[src/rtl/desc_csum_pkg.sv]
package desc_csum_pkg;
    parameter int DESC_BYTES = 16;
    parameter int BYTE_W     = 8;
    parameter int CODE_POS   = 1;
    parameter int FLAG_POS   = 0;
    parameter int OWN_BIT    = 0;

    localparam int DESC_W = DESC_BYTES * BYTE_W;
    localparam int CNT_W  = $clog2(DESC_BYTES);

    typedef logic [BYTE_W-1:0] byte_t;

    typedef struct packed {
        byte_t code;
        logic  hit;
    } verdict_t;

    // The contribution of one descriptor byte to the running sum
    function automatic byte_t byte_term(int unsigned idx, byte_t b);
        byte_t v;
        v = b;
        if (idx == CODE_POS) begin
            v = '0;
        end else if (idx == FLAG_POS) begin
            v[OWN_BIT] = 1'b0;
        end
        return v;
    endfunction

    // Add the ownership bias, complement from all-ones, compare with the stored code
    function automatic verdict_t judge(byte_t sum, byte_t stored);
        verdict_t r;
        r.code = byte_t'('1) - byte_t'(sum + byte_t'(1));
        r.hit  = (r.code == stored);
        return r;
    endfunction
endpackage

[src/rtl/csum_word_adder.sv]
module csum_word_adder
    import desc_csum_pkg::*;
(
    input  logic [DESC_W-1:0] desc,
    output byte_t             sum,
    output byte_t             stored
);
    byte_t terms [DESC_BYTES];

    for (genvar i = 0; i < DESC_BYTES; i++) begin : g_term
        assign terms[i] = byte_term(i, desc[i*BYTE_W +: BYTE_W]);
    end

    always_comb begin
        sum = '0;
        for (int i = 0; i < DESC_BYTES; i++) begin
            sum = sum + terms[i];
        end
    end

    assign stored = desc[CODE_POS*BYTE_W +: BYTE_W];
endmodule

[src/rtl/csum_stream_acc.sv]
module csum_stream_acc
    import desc_csum_pkg::*;
(
    input  logic  clk,
    input  logic  rst,
    input  logic  clear,
    input  logic  arm,
    input  logic  in_valid,
    input  byte_t in_data,
    output logic  in_ready,
    output logic  fin,
    output byte_t sum,
    output byte_t stored
);
    logic             busy;
    logic [CNT_W-1:0] idx;
    logic             take;

    assign in_ready = busy;
    assign take     = in_valid && busy;

    always_ff @(posedge clk) begin
        if (rst) begin
            busy   <= 1'b0;
            idx    <= '0;
            sum    <= '0;
            stored <= '0;
            fin    <= 1'b0;
        end else if (clear) begin
            busy   <= arm;
            idx    <= '0;
            sum    <= '0;
            stored <= '0;
            fin    <= 1'b0;
        end else begin
            fin <= 1'b0;
            if (take) begin
                sum <= sum + byte_term(int'(idx), in_data);
                if (int'(idx) == CODE_POS) begin
                    stored <= in_data;
                end
                if (idx == CNT_W'(DESC_BYTES - 1)) begin
                    busy <= 1'b0;
                    fin  <= 1'b1;
                    idx  <= '0;
                end else begin
                    idx <= idx + 1'b1;
                end
            end
        end
    end
endmodule

[src/rtl/csum_result_reg.sv]
module csum_result_reg
    import desc_csum_pkg::*;
(
    input  logic  clk,
    input  logic  rst,
    input  logic  start,
    input  logic  word_mode,
    input  byte_t w_sum,
    input  byte_t w_stored,
    input  logic  s_fin,
    input  byte_t s_sum,
    input  byte_t s_stored,
    output byte_t csum,
    output logic  match,
    output logic  done
);
    verdict_t w_res, s_res;

    assign w_res = judge(w_sum, w_stored);
    assign s_res = judge(s_sum, s_stored);

    always_ff @(posedge clk) begin
        if (rst) begin
            csum  <= '0;
            match <= 1'b0;
            done  <= 1'b0;
        end else if (start && word_mode) begin
            csum  <= w_res.code;
            match <= w_res.hit;
            done  <= 1'b1;
        end else if (start) begin
            csum  <= '0;
            match <= 1'b0;
            done  <= 1'b0;
        end else if (s_fin) begin
            csum  <= s_res.code;
            match <= s_res.hit;
            done  <= 1'b1;
        end else begin
            done  <= 1'b0;
        end
    end
endmodule

[src/rtl/desc_csum_unit.sv]
module desc_csum_unit
    import desc_csum_pkg::*;
(
    input  logic              clk,
    input  logic              rst,
    input  logic              start,
    input  logic              word_mode,
    input  logic [DESC_W-1:0] desc_word,
    input  logic              s_valid,
    input  logic [BYTE_W-1:0] s_data,
    output logic              s_ready,
    output logic [BYTE_W-1:0] csum,
    output logic              match,
    output logic              done
);
    byte_t w_sum, w_stored, s_sum, s_stored;
    logic  s_fin;

    csum_word_adder u_word (
        .desc   (desc_word),
        .sum    (w_sum),
        .stored (w_stored)
    );

    csum_stream_acc u_stream (
        .clk      (clk),
        .rst      (rst),
        .clear    (start),
        .arm      (!word_mode),
        .in_valid (s_valid),
        .in_data  (s_data),
        .in_ready (s_ready),
        .fin      (s_fin),
        .sum      (s_sum),
        .stored   (s_stored)
    );

    csum_result_reg u_result (
        .clk       (clk),
        .rst       (rst),
        .start     (start),
        .word_mode (word_mode),
        .w_sum     (w_sum),
        .w_stored  (w_stored),
        .s_fin     (s_fin),
        .s_sum     (s_sum),
        .s_stored  (s_stored),
        .csum      (csum),
        .match     (match),
        .done      (done)
    );
endmodule

[config.mk]
export PLATFORM = sky130hd
export DESIGN_NAME = desc_csum_unit
export DESIGN_NICKNAME = d
export VERILOG_FILES = /design/src/rtl/desc_csum_pkg.sv /design/src/rtl/csum_word_adder.sv /design/src/rtl/csum_stream_acc.sv /design/src/rtl/csum_result_reg.sv /design/src/rtl/desc_csum_unit.sv
export SDC_FILE = /design/constraint.sdc
export NUM_CORES = 1
export LEC_CHECK = 0
export BUFFER_PORTS_ARGS = -buffer_cell sky130_fd_sc_hd__buf_2
export CORE_MARGIN = 2
export CORE_UTILIZATION = 38
export CTS_CLUSTER_SIZE = 28
export DETAILED_ROUTE_END_ITERATION = 7
export GPL_TIMING_DRIVEN = 0
export PLACE_DENSITY = 0.59
export SYNTH_ARGS = -nofsm -noshare
export SYNTH_HDL_FRONTEND = slang
export SYNTH_SLANG_ARGS = --single-unit
[constraint.sdc]
create_clock -name clk -period 7.7 [get_ports clk]
set_clock_uncertainty 0.2 [all_clocks]
set_input_delay 1.155 -clock clk [delete_from_list [all_inputs] [get_ports clk]]
set_output_delay 1.155 -clock clk [all_outputs]
set_load 0.05 [all_outputs]
# Word level (Yosys, flattened, before mapping)
# Cells that the tools add are included.
[word_totals]
reg_bits = 32
word_cells = 68
[classes]
bitwise_logic = 1
n_mux = 23
eq_ne = 5
reduce_logical = 11
add_sub_neg = 20
[op_table]
columns = ["op", "count"]
rows = [
  ["8-bit adder", 15],
  ["7-bit 2-to-1 mux", 4],
  ["8-bit 2-to-1 mux", 3],
  ["8-bit by 1-bit adder with 8-bit output (second input constant)", 2],
  ["8-bit equality test", 2],
  ["8-bit subtractor (first input constant)", 2],
  ["1-bit 2-to-1 mux", 15],
  ["4-bit by 1-bit adder with 4-bit output (second input constant)", 1],
  ["4-bit by 1-bit equality test with 1-bit output (second input constant)", 1],
  ["4-bit by 2-bit equality test with 1-bit output (second input constant)", 1],
  ["4-bit equality test (second input constant)", 1],
  ["4-bit zero test", 1],
  ["4-bit 2-to-1 mux", 1],
  ["2-bit AND reduction", 2],
  ["2-bit nonzero test", 2],
  ["3-bit nonzero test", 1],
  ["3-bit OR reduction", 1],
  ["1-bit logical AND", 2],
  ["2-bit OR reduction", 1],
  ["1-bit zero test", 1],
  ["1-bit inverter", 1],
]

# Longest topological paths before layout
[logic_depth]
ltp_word = 18
depth_mapped = 19

# Modules after synthesis
# A second synthesis with hierarchy kept.
[hier_totals]
cells_unflattened = 512
hier_area_um2 = 4750.8
[by_module_without_submodules]
columns = ["mod", "instances", "cells_each", "area_per_inst_um2", "seq_area_each_um2"]
rows = [
  ["csum_word_adder", 1, 250, 2558.7, 0.0],
  ["csum_stream_acc", 1, 151, 1223.7, 440.4],
  ["csum_result_reg", 1, 110, 964.7, 200.2],
  ["desc_csum_unit", 1, 1, 3.8, 0.0],
]

# Worst setup path after synthesis
# Ideal clock, no wire load.
[synth_timing]
path_kind = "input -> register"
from = "in desc_word[1]"
to = "reg u_result.csum[6]"
setup_slack_ps = 1479
setup_ps = 128
cell_stages = 19
required_ps = 7372
t_arrival_ps = 5893
path_cell_list = "inv_1 -> fa_1 -> inv_1 -> fa_1 -> inv_1 -> fa_1 -> fa_1 -> inv_1 -> fa_1 -> inv_1 -> fa_1 -> fa_1 -> a21o_1 -> a21oi_1 -> o21bai_1 -> a21oi_1 -> xor2_1 -> o22a_1 -> nor2_1"
[synth_via]
elab_chain_cells = 17
[synth_rtl]
columns = ["item", "line", "text"]
rows = [
  ["start, declared", "desc_csum_unit.sv:8", "input logic [DESC_W-1:0] desc_word,"],
  ["8-bit adder (14 in series)", "csum_word_adder.sv:17", "sum = sum + terms[i];"],
  ["8-bit by 1-bit adder with 8-bit output", "desc_csum_pkg.sv:33", "r.code = byte_t'('1) - byte_t'(sum + byte_t'(1));"],
  ["8-bit subtractor", "desc_csum_pkg.sv:33", ""],
  ["8-bit 2-to-1 mux", "csum_result_reg.sv:27", "end else if (start && word_mode) begin"],
  ["end signal, assigned", "csum_result_reg.sv:28", "csum <= w_res.code;"],
  ["end signal, assigned", "csum_result_reg.sv:36", "csum <= s_res.code;"],
  ["end, declared", "csum_result_reg.sv:13", "output byte_t csum,"],
]
# No other way between the ends.
# A chain may end at the register's enable or synchronous reset.

# Final worst setup path
# Ends and elaborated chain as after synthesis.

==> results.cfg <==
[cells_and_area]
layout_common_cells = buf_2 (150), inv_1 (124), fa_1 (84)
antenna_cells = 0
layout_commonest_cell = buf_2
nets = 923
drive_above_1_share = 0.240
area_growth_pct = 23.3
stdcell_count = 819

[synth]
synth_nets = 766
ys_seq_area_frac = 0.137
yosysTopAreaCell = fa_1
avgSynthCellArea_um2 = 9.08
synth_edf_count = 0
ys_top_cells_by_area = fa_1 (36%), dfxtp_1 (14%), inv_1 (10%)
netlist_instances = 515
synth_top_family_by_area = adder cells
synth-async-reset-ratio = 0
synth_xor_area_frac = 0.120
yosysWarnings = 0
ys_ff_latch = 32
synth_top_area_frac = 0.360
synth_compound_area_frac = 0.0915
synth.distinct_cells = 43
synthMuxAreaShare = 0.0150
syn_area_um2 = 4680
synth_flop_cell = dfxtp_1
synthSimpleGateAreaFrac = 0.0993
yosys.area_share.adder = 0.431

[global_route]
antenna_found_initial = 0
grt_max_degree = 11
grt_util_met3 = 0.0348
grtUsageMet1 = 0.204
overflow = 0
grt_use_total = 0.160
grt_pass1_vias = 3930
top_usage_layer = met2
grt_pass1_wl_mm = 17.0
use_met2 = 0.282

[routing]
vias = 3823
vias_per_cell = 4.67
drtPass1Iterations = 4
wire_per_inst_um = 12.2
ant_nets = 0
wl_mm = 10.0
drt-initial-drc-count = 114
drc_errors = 0

[sta]
rsz0062_at_grt = false
finalSetupTns_ns = 0
period_needed_ns = 6.39
finalCritPeriodShare = 0.829
tightest_slew_ns = 0.625
slew_violations = 0
finalSetupViolCount = 0
finalHoldViolCount = 0
maxSlewHeadroom = 0.584
fmax_ghz = 0.157

[cts]
post_cts_buffers = 0
cts.clk_slew.worst_paths_ns = 0.05
cts_tree = done
cts_root_buf = clkbuf_16
cts_buffer_depth = 2
clock_latency_ns = 0.27
cts_resized = 0
ctsHoldBuffers = 0
htree_num_levels = 2
numClockSinks = 32
cts_buffers = 5

[outcome]
status = completed

[setup_path]
rr_endpoint = u_stream.sum[7]$_SDFFE_PP0P_
timing.critical_path.from = desc_word[1]
r2r_cells = 13
cp-start-kind = input port
endpoint = u_result.csum[6]$_SDFFE_PP0P_
ff2ff_setup_slack_ns = 4.53
slowest_delay_ns = 0.55
end_kind = flop
crit_required_ns = 7.64
worstReg2RegStart = u_stream.idx[1]$_SDFFE_PP0P_
critical_path_class = input port to flop
crit_top_cell = fa_1
crit_chain = buf_2 -> inv_1 -> fa_1 -> inv_1 -> fa_1 -> inv_1 -> fa_1 -> fa_1 -> inv_1 -> fa_1 -> inv_1 -> fa_1 -> fa_1 -> a21o_1 -> a21oi_1 -> o21bai_1 -> a21oi_1 -> xor2_1 -> o22a_1 -> nor2_1
critical-path-slowest-cell = fa_1
critical_path.max_fanout = 6
critPathArrivalTime_ns = 6.33

[placement]
dp.cells = 812
io_buffers = 150
dp_hpwl_mm = 9.15
place_congestion = 0.806

[floorplan]
fp.dieH_um = 115
num_io_pins = 152
rows = 40
dieArea_um2 = 13200
core_region_area_um2 = 12000
die_w_um = 115
initial_utilization = 0.389

[flow_run]
drv_cap = 0

[worst_hold_path]
hp-class = flop to flop
==> sequential cells by signal (all words and copies together), names as in the netlist <==
signal / count
u_stream.sum: 8
u_result.done: 1
u_stream.idx: 4
u_stream.in_ready: 1
u_stream.stored: 8
u_result.csum: 8
u_stream.fin: 1
u_result.match: 1
==> metal layers <==
layer	up-vias	share of wire	wire, µm
met3	2	0.068	680
met2	114	0.51	5100
met5	-	0	0
met1	1819	0.42	4230
li1	1888	-	-
met4	0	0.0014	14
==> metrics by stage <==
stage                     utilization  cell area [µm²]  setup slack (ns)  hold WS (ns)
after global routing            0.480             5760             0.968         0.288
after detailed placement        0.467             5610              1.04         0.264
final                           0.480             5760              1.31         0.269
after floorplan                     -             4680              1.48         0.248
after CTS                       0.480             5760              1.29         0.272
after global placement          0.467             5610              1.09         0.266
==> synth_stat cells, types with 2 or more instances <==
cell,number
inv_1,124
fa_1,84
xnor2_1,43
nand2_1,41
a21oi_1,33
dfxtp_1,32
nor2_1,28
ha_1,26
xor2_1,14
o21ai_0,10
and2_1,8
clkbuf_1,8
mux2i_1,7
a211oi_1,4
a31oi_1,4
nand3_1,4
nor3_1,4
a21o_1,3
nor2b_1,3
nor4_1,3
o22a_1,3
or2_2,3
and3_1,2
nand2b_1,2
nand4_1,2
o21bai_1,2
xnor3_1,2
==> kinds of logic after synthesis <==
logic type / after synthesis
multiplexers: 7
flip-flops: 32
AND/OR/NAND/NOR: 103
XOR/XNOR: 60
adder cells (fa/ha/maj): 111
AO/OA/AOI/OAI: 70
buffers and inverters: 132
==> area by class of cell <==
cell class	instances	area, µm²
Buffer	8	30.0
Clock buffer	7	153
Fill cell	1205	6250
Inverter	124	465
Multi-Input combinational cell	351	3540
Sequential cell	32	641
Tap cell	147	184
Timing Repair Buffer	150	751
==> worst max-delay path, delay by kind of cell <==
kind,cells,cell delay [ns]
and+or+nand+nor,1,0.04
AOI/OAI and AO/OA,5,1.12
adders and majority gates,7,3.50
buffers and inverters,6,0.34
xor gates and xnor gates,1,0.17
==> how the worst min path moves through the flow <==
stage | start | end | slack (ns) | cells past startpoint
global route | u_stream.stored[5]$_SDFFE_PP0P_ | u_stream.stored[5]$_SDFFE_PP0P_ | 0.29 | 2
floorplan | u_stream.stored[0]$_SDFFE_PP0P_ | u_stream.stored[0]$_SDFFE_PP0P_ | 0.25 | 2
detailed placement | u_stream.stored[5]$_SDFFE_PP0P_ | u_stream.stored[5]$_SDFFE_PP0P_ | 0.26 | 2
CTS | u_stream.stored[5]$_SDFFE_PP0P_ | u_stream.stored[5]$_SDFFE_PP0P_ | 0.27 | 2
global placement | u_stream.stored[1]$_SDFFE_PP0P_ | u_stream.stored[1]$_SDFFE_PP0P_ | 0.27 | 2
finish | u_stream.stored[5]$_SDFFE_PP0P_ | u_stream.stored[5]$_SDFFE_PP0P_ | 0.27 | 2
Power is not shown: default switching activity piles up to over one toggle a cycle in this logic, so the estimate is an artifact.
